===== src/rtl/cspkt_pkg.sv =====
package cspkt_pkg;
    localparam int WORD_W = 32;
    localparam int IDX_W  = 18;
    localparam int CNT_W  = 15;
    localparam int OPC_W  = 8;

    typedef enum logic [2:0] {
        PK_REG_OLD,
        PK_NOP,
        PK_OP_OLD,
        PK_REG_NEW,
        PK_OP_NEW,
        PK_BAD
    } pkt_kind_e;

    typedef enum logic [1:0] {
        ST_HEAD,
        ST_REGW,
        ST_OPDATA,
        ST_SKIP
    } pstate_e;
endpackage


===== src/rtl/cspkt_parity.sv =====
module cspkt_parity #(
    parameter int W = 7
) (
    input  logic [W-1:0] val,
    output logic         pbit
);
    localparam int          NIB = (W + 3) / 4;
    localparam logic [15:0] LUT = 16'h9669;

    logic [4*NIB-1:0] ext;
    logic [3:0]       fold;

    always_comb begin
        ext         = '0;
        ext[W-1:0]  = val;
        fold        = '0;
        for (int k = 0; k < NIB; k++) begin
            fold = fold ^ ext[4*k +: 4];
        end
    end

    assign pbit = LUT[fold];
endmodule


===== src/rtl/cspkt_hdr_decode.sv =====
module cspkt_hdr_decode
    import cspkt_pkg::*;
(
    input  logic [WORD_W-1:0] word,
    output pkt_kind_e         kind,
    output logic [CNT_W-1:0]  cnt,
    output logic [IDX_W-1:0]  idx,
    output logic [OPC_W-1:0]  opc,
    output logic              par_ok
);
    logic p_cnt7, p_idx, p_cnt15, p_opc;

    cspkt_parity #(.W(7))     u_p_cnt7  (.val(word[6:0]),   .pbit(p_cnt7));
    cspkt_parity #(.W(IDX_W)) u_p_idx   (.val(word[25:8]),  .pbit(p_idx));
    cspkt_parity #(.W(CNT_W)) u_p_cnt15 (.val(word[14:0]),  .pbit(p_cnt15));
    cspkt_parity #(.W(7))     u_p_opc   (.val(word[22:16]), .pbit(p_opc));

    always_comb begin
        kind   = PK_BAD;
        cnt    = '0;
        idx    = '0;
        opc    = '0;
        par_ok = 1'b1;
        unique case (word[31:30])
            2'b00: begin
                kind = PK_REG_OLD;
                idx  = {{(IDX_W-15){1'b0}}, word[14:0]};
                cnt  = {1'b0, word[29:16]} + 15'd1;
            end
            2'b10: kind = PK_NOP;
            2'b11: begin
                kind = PK_OP_OLD;
                opc  = word[15:8];
                cnt  = {1'b0, word[29:16]} + 15'd1;
            end
            2'b01: begin
                if (word[29:28] == 2'b00) begin
                    kind   = PK_REG_NEW;
                    cnt    = {8'd0, word[6:0]};
                    idx    = word[25:8];
                    par_ok = (p_cnt7 == word[7]) && (p_idx == word[27]);
                end else if (word[29:28] == 2'b11) begin
                    kind   = PK_OP_NEW;
                    cnt    = word[14:0];
                    opc    = {1'b0, word[22:16]};
                    par_ok = (p_cnt15 == word[15]) && (p_opc == word[23]);
                end
            end
            default: kind = PK_BAD;
        endcase
    end
endmodule


===== src/rtl/cspkt_parser.sv =====
module cspkt_parser
    import cspkt_pkg::*;
(
    input  logic              clk,
    input  logic              rst_n,
    input  logic              in_valid,
    input  logic [WORD_W-1:0] in_data,
    output logic              in_ready,
    output logic              wr_valid,
    output logic [IDX_W-1:0]  wr_index,
    output logic [WORD_W-1:0] wr_data,
    output logic              op_valid,
    output logic              op_hdr,
    output logic [OPC_W-1:0]  op_code,
    output logic [CNT_W-1:0]  op_pos,
    output logic [WORD_W-1:0] op_data,
    output logic              hdr_err
);
    pstate_e          state_q, state_d;
    logic [CNT_W-1:0] remain_q, remain_d;
    logic [IDX_W-1:0] idx_q, idx_d;
    logic [CNT_W-1:0] pos_q, pos_d;
    logic [OPC_W-1:0] opc_q, opc_d;
    logic             rdy_q;

    pkt_kind_e        d_kind;
    logic [CNT_W-1:0] d_cnt;
    logic [IDX_W-1:0] d_idx;
    logic [OPC_W-1:0] d_opc;
    logic             d_par_ok;

    logic acc;
    logic ev_wr, ev_ophdr, ev_oppay, ev_err;

    cspkt_hdr_decode u_dec (
        .word   (in_data),
        .kind   (d_kind),
        .cnt    (d_cnt),
        .idx    (d_idx),
        .opc    (d_opc),
        .par_ok (d_par_ok)
    );

    assign acc      = in_valid && rdy_q;
    assign in_ready = rdy_q;

    always_comb begin
        state_d  = state_q;
        remain_d = remain_q;
        idx_d    = idx_q;
        pos_d    = pos_q;
        opc_d    = opc_q;
        ev_wr    = 1'b0;
        ev_ophdr = 1'b0;
        ev_oppay = 1'b0;
        ev_err   = 1'b0;
        unique case (state_q)
            ST_HEAD: if (acc) begin
                unique case (d_kind)
                    PK_REG_OLD: begin
                        idx_d    = d_idx;
                        remain_d = d_cnt;
                        state_d  = ST_REGW;
                    end
                    PK_NOP: ;
                    PK_OP_OLD: begin
                        ev_ophdr = 1'b1;
                        opc_d    = d_opc;
                        pos_d    = '0;
                        remain_d = d_cnt;
                        state_d  = ST_OPDATA;
                    end
                    PK_REG_NEW: begin
                        if (!d_par_ok) begin
                            ev_err = 1'b1;
                            if (d_cnt != '0) begin
                                remain_d = d_cnt;
                                state_d  = ST_SKIP;
                            end
                        end else if (d_cnt != '0) begin
                            idx_d    = d_idx;
                            remain_d = d_cnt;
                            state_d  = ST_REGW;
                        end
                    end
                    PK_OP_NEW: begin
                        if (!d_par_ok) begin
                            ev_err = 1'b1;
                            if (d_cnt != '0) begin
                                remain_d = d_cnt;
                                state_d  = ST_SKIP;
                            end
                        end else begin
                            ev_ophdr = 1'b1;
                            opc_d    = d_opc;
                            pos_d    = '0;
                            if (d_cnt != '0) begin
                                remain_d = d_cnt;
                                state_d  = ST_OPDATA;
                            end
                        end
                    end
                    default: ev_err = 1'b1;
                endcase
            end
            ST_REGW: if (acc) begin
                ev_wr    = 1'b1;
                idx_d    = idx_q + 1'b1;
                remain_d = remain_q - 1'b1;
                if (remain_q == 15'd1) state_d = ST_HEAD;
            end
            ST_OPDATA: if (acc) begin
                ev_oppay = 1'b1;
                pos_d    = pos_q + 1'b1;
                remain_d = remain_q - 1'b1;
                if (remain_q == 15'd1) state_d = ST_HEAD;
            end
            ST_SKIP: if (acc) begin
                remain_d = remain_q - 1'b1;
                if (remain_q == 15'd1) state_d = ST_HEAD;
            end
            default: state_d = ST_HEAD;
        endcase
    end

    always_ff @(posedge clk or negedge rst_n) begin
        if (!rst_n) begin
            state_q  <= ST_HEAD;
            remain_q <= '0;
            idx_q    <= '0;
            pos_q    <= '0;
            opc_q    <= '0;
            rdy_q    <= 1'b0;
        end else begin
            state_q  <= state_d;
            remain_q <= remain_d;
            idx_q    <= idx_d;
            pos_q    <= pos_d;
            opc_q    <= opc_d;
            rdy_q    <= 1'b1;
        end
    end

    always_ff @(posedge clk or negedge rst_n) begin
        if (!rst_n) begin
            wr_valid <= 1'b0;
            wr_index <= '0;
            wr_data  <= '0;
            op_valid <= 1'b0;
            op_hdr   <= 1'b0;
            op_code  <= '0;
            op_pos   <= '0;
            op_data  <= '0;
            hdr_err  <= 1'b0;
        end else begin
            wr_valid <= ev_wr;
            op_valid <= ev_ophdr || ev_oppay;
            op_hdr   <= ev_ophdr;
            hdr_err  <= ev_err;
            if (ev_wr) begin
                wr_index <= idx_q;
                wr_data  <= in_data;
            end
            if (ev_ophdr) begin
                op_code <= d_opc;
                op_pos  <= '0;
                op_data <= {{(WORD_W-CNT_W){1'b0}}, d_cnt};
            end else if (ev_oppay) begin
                op_code <= opc_q;
                op_pos  <= pos_q;
                op_data <= in_data;
            end
        end
    end
endmodule


===== config.mk =====
export PLATFORM = sky130hd
export DESIGN_NAME = cspkt_parser
export DESIGN_NICKNAME = d
export VERILOG_FILES = /design/src/rtl/cspkt_pkg.sv /design/src/rtl/cspkt_parity.sv /design/src/rtl/cspkt_hdr_decode.sv /design/src/rtl/cspkt_parser.sv
export SDC_FILE = /design/constraint.sdc
export NUM_CORES = 1
export LEC_CHECK = 0
export ABC_AREA = 1
export BUFFER_PORTS_ARGS = -buffer_cell sky130_fd_sc_hd__buf_2
export CORE_ASPECT_RATIO = 0.6
export CORE_MARGIN = 2
export CORE_UTILIZATION = 54
export CTS_BUF_LIST = sky130_fd_sc_hd__clkbuf_8
export DETAILED_ROUTE_END_ITERATION = 8
export PLACE_DENSITY = 0.76
export SYNTH_ARGS = -nofsm -noshare
export SYNTH_HDL_FRONTEND = slang
export SYNTH_SLANG_ARGS = --single-unit

===== constraint.sdc =====
create_clock -name clk -period 1.92 [get_ports clk]
set_input_delay 0 -clock clk [delete_from_list [all_inputs] [get_ports clk]]
set_output_delay 0 -clock clk [all_outputs]
set_load 0.005 [all_outputs]

; ---- Word-level counts from Yosys, hierarchy flattened
; Memory sizes are Yosys's and may differ from the RTL's.
; Cells that the tools add are included.
[word_totals]
ff_bits = 168
output_inout_bits = 110
romBits = 64
n_memories = 4
in_bits = 35
wordCells = 154
[classes]
n_mux = 63
magnitude_cmp = 4
addsub = 4
reduce_logical = 23
n_eq_ne = 32
n_bitwise = 9
[mem_list]
columns = memory, words, width, rd, rd_clocked_by_memory_dff, write_ports, line_no
row1 = (no name shown), 16, 1, 1, 0, 0, cspkt_parity.sv:22  ; assign pbit = LUT[fold];
row2 = (no name shown), 16, 1, 1, 0, 0, cspkt_parity.sv:22
row3 = (no name shown), 16, 1, 1, 0, 0, cspkt_parity.sv:22
row4 = (no name shown), 16, 1, 1, 0, 0, cspkt_parity.sv:22
[ops]
columns = operator, count
row1 = $mux W15, 10
row2 = $pmux W15 S2, 5
row3 = $pmux W18 S2, 3
row4 = $mux W18, 5
row5 = $mux W32, 2
row6 = $mux W8, 4
row7 = $pmux W8 S2, 2
row8 = $lt A4 B5 Y1 const B, 4
row9 = $xor A4 B4 Y4, 5
row10 = $add A18 B1 Y18 const B, 1
row11 = $mux W1, 17
row12 = $mux W2, 8
row13 = $add A14 B1 Y15 const B, 1
row14 = $add A15 B1 Y15 const B, 1
row15 = $eq A15 B1 Y1 const B, 1
row16 = $ne A3 B3 Y1 const B, 5
row17 = $reduce_bool A15 Y1, 1
row18 = $sub A15 B1 Y15 const B, 1
row19 = $pmux W3 S4, 1
row20 = $reduce_and A6 Y1, 2
row21 = $xor A4 B3 Y4, 3
row22 = $eq A2 B2 Y1 const B, 5
row23 = $ne A2 B2 Y1 const B, 4
row24 = $ne A4 B4 Y1 const B, 2
row25 = other kinds (23), 42

; ---- Depth between registers and ports, before layout
; Gate-level depths: netlist (run 1).
[logic_depth]
ltp_word = 15
depth_mapped = 23
depth_no_buf = 22

; ---- Modules after synthesis
; A second synthesis (run 1) with hierarchy kept.
[unflattened]
cells_unflattened = 1450
area_unflattened_um2 = 9992.1
[by_module_without_submodules]
columns = module, cells_each, n_inst, area_per_inst_um2
row1 = cspkt_parser, 1055, 1, 8129.0
row2 = cspkt_hdr_decode, 180, 1, 933.4
row3 = cspkt_parity (u_dec.u_p_idx), 77, 1, 364.1
row4 = cspkt_parity (u_dec.u_p_cnt15), 66, 1, 285.3
row5 = cspkt_parity (u_dec.u_p_cnt7 ...), 36, 2, 140.1

; ---- Least setup slack after synthesis (run 1)
; Ideal clock, no wire load.
[synth_path]
path_type = reg2reg
from = register idx_q[0]
to = register idx_q[14]
required_ns = 1.792
setup_slack_ns = -0.045
path_buffers = 0
arrival_time_ns = 1.837
path_stages_with_launch = 14
setup_ns = 0.128
path_cell_list = dfrtp_1 ha_1 nand4_1 nor2_1 nand2_1 nor2_1 nand3_1 nor2_1 nand3_1 nor2_1 nand2_1 nand2_1 a2bb2oi_1 o21ai_0
[synth_via]
elab_chain_cells = 3
[synth_rtl]
columns = item, line_no
row1 = from (decl), cspkt_parser.sv:21  ; logic [IDX_W-1:0] idx_q, idx_d;
row2 = from (signal assigned), cspkt_parser.sv:137  ; idx_q <= idx_d;
row3 = $add A18 B1 Y18, cspkt_parser.sv:108  ; idx_d = idx_q + 1'b1;
row4 = $mux W18, cspkt_parser.sv:106  ; ST_REGW: if (acc) begin
row5 = $pmux W18 S2, cspkt_parser.sv:57  ; unique case (state_q)
; No other way between the ends. The select of a mux whose other input is x is not followed.
; A chain may end at the register's enable or synchronous reset.

; ---- Worst setup path after layout (run 1)
; Ends and elaborated chain as after synthesis.

==> flow_summary_export.csv, run 1 <==
group,metric,value,unit
timing,hold_violations,0,
grt,met1_usage,48.4,%
drt,drcViolationCount,0,
worst_setup_path,path_max_fanout,3,
worst_setup_path,crit_type,"reg2reg",
logic_synthesis,synth_top_area_cell,"dfrtp_1",
clock_tree,insertion_delay,0.50,ns
timing,worstMarginPinSlew,0.608,ns
grt,use_met2,48.9,%
pwr,power.density,1160,nW/µm²
worst_setup_path,cp.required,2.35,ns
floorplanning,start_util,54.7,%
worst_setup_path,arrival,2.54,ns
floorplanning,die_h,109,µm
min_path,hold_depth,6,
outcome,violations,"setup timing",
grt,antenna_found_initial,2,
timing,rsz0062_at_grt,"true",
drt,first_iter_violations,1055,
clock_tree,cts_sinks,168,
logic_synthesis,avgSynthCellArea,7.48,µm²
timing,fin_ws,-0.188,ns
clock_tree,cts_tree,"yes",
floorplanning,fp.coreArea,18000,µm²
worst_setup_path,start_kind,"flop",
timing,max_freq,474,MHz
timing,setup-violations-final,5,
timing,period_minus_slack,2.11,ns
logic_synthesis,syn_nets,1361,
pwr,p_total,15.2,mW
logic_synthesis,syn_area,9840,µm²
logic_synthesis,yosysUniqueCellTypes,44,
drt,ant_nets,0,
grt,grt_util_all_layers,33.7,%
drt,via_per_inst,5.50,
floorplanning,rows,38,
finish,final_common_cell,"nand2_1",
timing,maxSlewHeadroom,59.4,%
finish,final_area,13200,µm²
clock_tree,cts_max_level,4,
outcome,status,"finished, violations left",
logic_synthesis,synth_top_area_share,42.7,%
place,portBuffers,144,
place,dp.final_hpwl,23.6,mm
logic_synthesis,synthCells,1315,
grt,top_usage_layer,"met2",
place,placed_area,11900,µm²
grt,grt_pass1_vias,9439,
finish,area_delta_synth_final,33.8,%
clock_tree,clkTransAtPathRegs,0.12,ns
clock_tree,root_buffer,"clkbuf_8",
timing,period_share,110,%
run,max_cap_violations,0,
logic_synthesis,ys.warnings.count,0,
timing,skew,0.0249,ns
finish,layout_common_cells,"401 x nand2_1, 167 x dfrtp_1, 161 x buf_4",
grt,met3_usage,11.2,%
logic_synthesis,ys_ff_latch,168,
drt,routed_wl,32.8,mm
worst_setup_path,cp-end-kind,"flop",
timing,final_max_slew_viol_count,0,
place,gp_congestion,1.04,
finish,fin_util,73.2,%
drt,drt-pass1-iter-count,6,
floorplanning,die_w,178,µm
grt,grt_pass1_wl,49.5,mm
logic_synthesis,ys_async_sr_fraction,100,%
min_path,hold_path.class,"in2reg",
floorplanning,die-area,19400,µm²
pwr,vdd_drop_max,0.577,mV
finish,layout-drive-gt1-share,30.8,%
drt,wl_per_cell,17.4,µm
logic_synthesis,yosysSeqAreaShare,42.7,%
grt,overflow,0,
clock_tree,clk_path_buf_depth,2,
logic_synthesis,ys.flop_type,"dfrtp_1",
clock_tree,cts_made_buffers,17,
finish,fin_nets,1680,
drt,vias,10400,
pwr,p_leak,6.95,nW
logic_synthesis,synth_edf_count,0,
logic_synthesis,ys_top_cells_by_area,"dfrtp_1 43%, nand2_1 16%, inv_1 5.3%, o21ai_0 5.1%, nand3_1 5.0%",
timing,hold-worst-slack,0.0261,ns
worst_setup_path,ff2ff_path_depth,12,
grt,grt_max_degree,84,
floorplanning,io_pins,145,
cell usage after synthesis (3+ instances only):
master / count
nand2_1: 413
dfrtp_1: 168
inv_1: 139
o21ai_0: 100
nand3_1: 99
nor2_1: 70
o21ai_1: 47
nand3_2: 40
xor2_1: 29
clkbuf_1: 27
o22ai_1: 26
inv_2: 17
a21oi_1: 16
buf_2: 12
ha_1: 11
nand2_2: 11
nand4_1: 10
nor3_1: 10
o21ai_2: 8
nor4_1: 7
nor2_2: 6
xnor2_1: 6
a22oi_1: 4
buf_6: 4
nand2_4: 4
a21boi_0: 3
buf_8: 3
clkinv_1: 3
path summary, 6_finish.rpt:
kind | slack [ns] | start | end
worst max-delay path | -0.19 | idx_q[0]$_DFFE_PN0P_ | idx_q[14]$_DFFE_PN0P_
worst min-delay path | 0.03 | in_data[12] | op_data[12]$_DFFE_PN0P_
worst max register to register | -0.19 | idx_q[0]$_DFFE_PN0P_ | idx_q[14]$_DFFE_PN0P_
worst min register to register | 0.48 | wr_index[12]$_DFFE_PN0P_ | wr_index[12]$_DFFE_PN0P_
max in group asynchronous | 1.22 | rst_n | op_data[12]$_DFFE_PN0P_
min in group asynchronous | 0.06 | rst_n | idx_q[14]$_DFFE_PN0P_
critical path: stages, from the launching register on:
cell and delay, ns:
dfrtp_1 0.37, ha_2 0.19, nand4_1 0.14, nor2_2 0.22, nand2_2 0.11, nor2_4 0.16
nand3_4 0.12, nor2_4 0.13, nand3_2 0.12, nor2_4 0.13, nor2_1 0.06, a2bb2oi_2 0.15
o21ai_1 0.15
final cells by class:
type	count	area, µm²
Antenna cell	1	2.50
Clock buffer	19	262
Clock inverter	13	153
Fill cell	1384	4810
Inverter	159	608
Multi-Input combinational cell	937	5040
Sequential cell	168	4210
Tap cell	240	300
Timing Repair Buffer	350	2590
Timing Repair inverter	1	6.26
cell families (layout without fill, tap and decap cells):
family,Yosys count,count (layout),synth area share (%)
AOI/OAI and AO/OA,210,210,11.7
muxes,1,1,0.102
and+or+nand+nor,678,678,31.5
other,1,2,0.0381
adders and majority gates,11,11,1.40
DFF,168,168,42.7
buffers and inverters,210,542,9.22
xor gates and xnor gates,36,36,3.34
report_power, final:
group | switching, mW | internal [mW] | leakage, nW | total, mW
Combinational | 3.71 | 2.83 | 4.53 | 6.54
Clock | 1.54 | 1.16 | 0.206 | 2.70
Sequential | 1.07 | 4.92 | 2.22 | 5.99
metrics by stage:
stage	std cells	TNS [ns]	setup slack (ns)
final	1888	-0.573	-0.188
after floorplan	1315	-0.0240	-0.0240
after global routing	1888	-1.06	-0.269
after detailed placement	1809	-14.05	-0.228
after global placement	1809	-7.31	-0.194
after CTS	1875	-0.133	-0.0690
state kept, by name, summed over array words and instances (netlist names), 2 cells and up:
register,cells
op_data,32
wr_data,32
idx_q,18
wr_index,18
op_pos,15
pos_q,15
remain_q,15
op_code,8
opc_q,8
state_q,2
repair_timing:
action,in CTS,in global routing
setup endpoints to repair,6,119
gates cloned,0,5
buffers inserted,6,7
pin swaps,14,25
hold buffers,28,0
gates resized for setup,18,84
hold endpoints to repair,201,0
routing by layer:
layer / wire length [µm] / vias up / part of all wire [%]
met3: 4040 / 82 / 12
li1: - / 4892 / -
met4: 496 / 4 / 1.5
met2: 13800 / 558 / 42
met1: 14400 / 4856 / 44
met5: 116 / - / 0.35
Note: power is estimated with default switching activity, not from simulation.
==> run 2: changes to the inputs <==
Settings changed: CELL_PAD_IN_SITES_DETAIL_PLACEMENT set to 2, CELL_PAD_IN_SITES_GLOBAL_PLACEMENT set to 2, CORE_UTILIZATION 54 to 31.
==> run 2 against run 1 <==
The run still ends with setup timing left; core utilization decreased by 28 points; cell count is 12% higher; clock power up 5%; die area increased by 72%; non-clock buffer count increased by 50; first-iteration DRC count shrank 18%; global-route usage down 5.6 points; highest routed layer unchanged.
==> flow_summary_export.csv, run 2 (same netlist as run 1, synthesis figures left out) <==
group,metric,value,unit
clock_tree,insertion_delay,0.54,ns
worst_setup_path,crit_type,"reg2reg",
place,dp.final_hpwl,32.9,mm
run,max_cap_violations,0,
timing,period_minus_slack,2.36,ns
timing,hold_violations,0,
finish,layout-drive-gt1-share,34.7,%
min_path,hold_path.class,"in2async",
timing,worstMarginPinSlew,0.654,ns
timing,rsz0062_at_grt,"true",
finish,area_delta_synth_final,42.9,%
place,portBuffers,144,
grt,antenna_found_initial,3,
drt,wl_per_cell,25.4,µm
pwr,vdd_drop_max,0.486,mV
floorplanning,fp.coreArea,31200,µm²
timing,fin_ws,-0.441,ns
finish,fin_util,45.0,%
timing,finalSetupTns,-6.86,ns
finish,layout_common_cells,"397 x nand2_1, 195 x buf_4, 165 x dfrtp_1",
worst_setup_path,start_kind,"flop",
worst_setup_path,cp.required,2.36,ns
grt,grt_util_all_layers,28.1,%
place,placed_area,12300,µm²
worst_setup_path,cpMostUsedCell,"nor2_4",
grt,overflow,0,
finish,final_area,14100,µm²
drt,drcViolationCount,0,
finish,fillers,3540,
pwr,net-switching-power,7.73,mW
timing,skew,0.0266,ns
drt,routed_wl,53.7,mm
pwr,p_leak,7.29,nW
pwr,swShare,45.5,%
pwr,combPwrFrac,46.7,%
worst_setup_path,cp-end-kind,"flop",
finish,fin_nets,1731,
floorplanning,rows,50,
clock_tree,root_buffer,"clkbuf_8",
finish,final_common_cell,"nand2_1",
clock_tree,clk_path_buf_depth,2,
clock_tree,cts_sinks,168,
drt,drt-pass1-iter-count,5,
clock_tree,cts_tree,"yes",
drt,via_per_inst,5.41,
clock_tree,cts_max_level,4,
floorplanning,io_pins,145,
outcome,status,"finished, violations left",
timing,period_share,123,%
worst_setup_path,path_max_fanout,3,
timing,maxSlewHeadroom,56.1,%
pwr,pwr-share-seq,36.6,%
place,pre_cts_slack,-0.530,ns
floorplanning,die_h,142,µm
floorplanning,start_util,31.5,%
timing,max_freq,424,MHz
finish,largestRegisters,"op_data: 32 flops, wr_data: 32 flops",
grt,grt_pass1_vias,11900,
place,gp_congestion,0.902,
worst_setup_path,max_stage_delay,0.42,ns
timing,final_max_slew_viol_count,0,
drt,first_iter_violations,865,
outcome,violations,"setup timing",
worst_setup_path,path_cells,"ha_2, nand4_1, nor2_2, nand2_2, nor2_4, nand3_4, nor2_4, nand3_4, nor2_4, nor2_1, a2bb2oi_2, o21ai_1",
pwr,power.density,1210,nW/µm²
timing,setup-violations-final,42,
floorplanning,die-area,33200,µm²
drt,vias,11500,
clock_tree,clkTransAtPathRegs,0.13,ns
clock_tree,cts_made_buffers,17,
grt,grt_pass1_wl,70.7,mm
grt,grt_max_degree,84,
pwr,p_clk_share,16.7,%
pwr,internal-power,9.24,mW
worst_setup_path,arrival,2.80,ns
worst_setup_path,worst_path_max_delay_cell,"dfrtp_1",
floorplanning,die_w,234,µm
drt,ant_nets,0,
run 2: changes by cell type in the layout (fill, tap and decap cells not counted), moves of 4 or more:
cell	delta
buf_12	+4
o21ai_2	+6
nand2_1	-4
inv_2	+7
nor2_1	-5
nand3_4	+4
buf_6	+5
buf_4	+34
clkinvlp_4	+4
inv_1	-10
run 2: layout make-up:
type / count / area [µm²] / share of cell area [%]
antenna: 1 / 2.50 / 0.0178
clock buffer: 18 / 248 / 1.76
clock inverter: 14 / 158 / 1.12
inverter: 159 / 619 / 4.41
multi-input combinational: 938 / 5200 / 37.0
sequential: 168 / 4210 / 29.9
tap: 416 / 520 / 3.70
timing repair buffer: 400 / 3090 / 22.0
timing repair inverter: 1 / 7.51 / 0.0534
run 2: metrics by stage:
step                hold WS, ns  std cells  total power, mW
floorplan                -0.296       1315             9.11
global placement        -0.0848       2009             12.0
detailed placement      -0.0877       2009             12.5
CTS                     0.00197       2085             15.7
global route             0.0252       2115             18.0
finish                   0.0297       2115             17.0
run 2: power groups by stage:
stage	sequential (mW)	clock [mW]	combinational, mW
5_1_grt	6.36	3.00	8.61
3_5_place_dp	6.11	0	6.38
4_1_cts	6.07	2.82	6.80
2_1_floorplan	5.92	0	3.20
6_report	6.21	2.84	7.92
3_3_place_gp	6.02	0	6.00
run 2: path summary, 6_finish.rpt:
check / endpoint / start / cells past startpoint / slack [ns]
max: idx_q[14]$_DFFE_PN0P_ / idx_q[0]$_DFFE_PN0P_ / 12 / -0.44
min: wr_data[11]$_DFFE_PN0P_ / rst_n / 3 / 0.03
max reg2reg: idx_q[14]$_DFFE_PN0P_ / idx_q[0]$_DFFE_PN0P_ / 12 / -0.44
min reg2reg: opc_q[5]$_DFFE_PN0P_ / opc_q[5]$_DFFE_PN0P_ / 2 / 0.48
max in group asynchronous: op_code[6]$_DFFE_PN0P_ / rst_n / 3 / 1.54
min in group clk: wr_data[16]$_DFFE_PN0P_ / in_data[16] / 4 / 0.04
run 2: timing repair:
action,CTS,global route
pin swaps,18,42
resized for setup,40,117
setup buffers,14,22
endpoints found under the hold margin,202,0
hold buffers,30,0
gates cloned,0,10
setup endpoints to repair,11,128
run 2: critical path: cells and delay by family, from the launching register on:
kind                     cells  cell delay [ns]
adder cells (fa/ha/maj)      1             0.21
flip-flops                   1             0.42
AND/OR/NAND/NOR              9             1.17
AO/OA/AOI/OAI                2             0.45
run 2: per-layer routing:
| layer | global-route usage, % | part of all wire [%] |
|---|---|---|
| met1 | 38.3 | 43 |
| met2 | 44.0 | 48 |
| met3 | 6.97 | 6.6 |
| met4 | 8.36 | 2.7 |
| met5 | 0 | 0.035 |
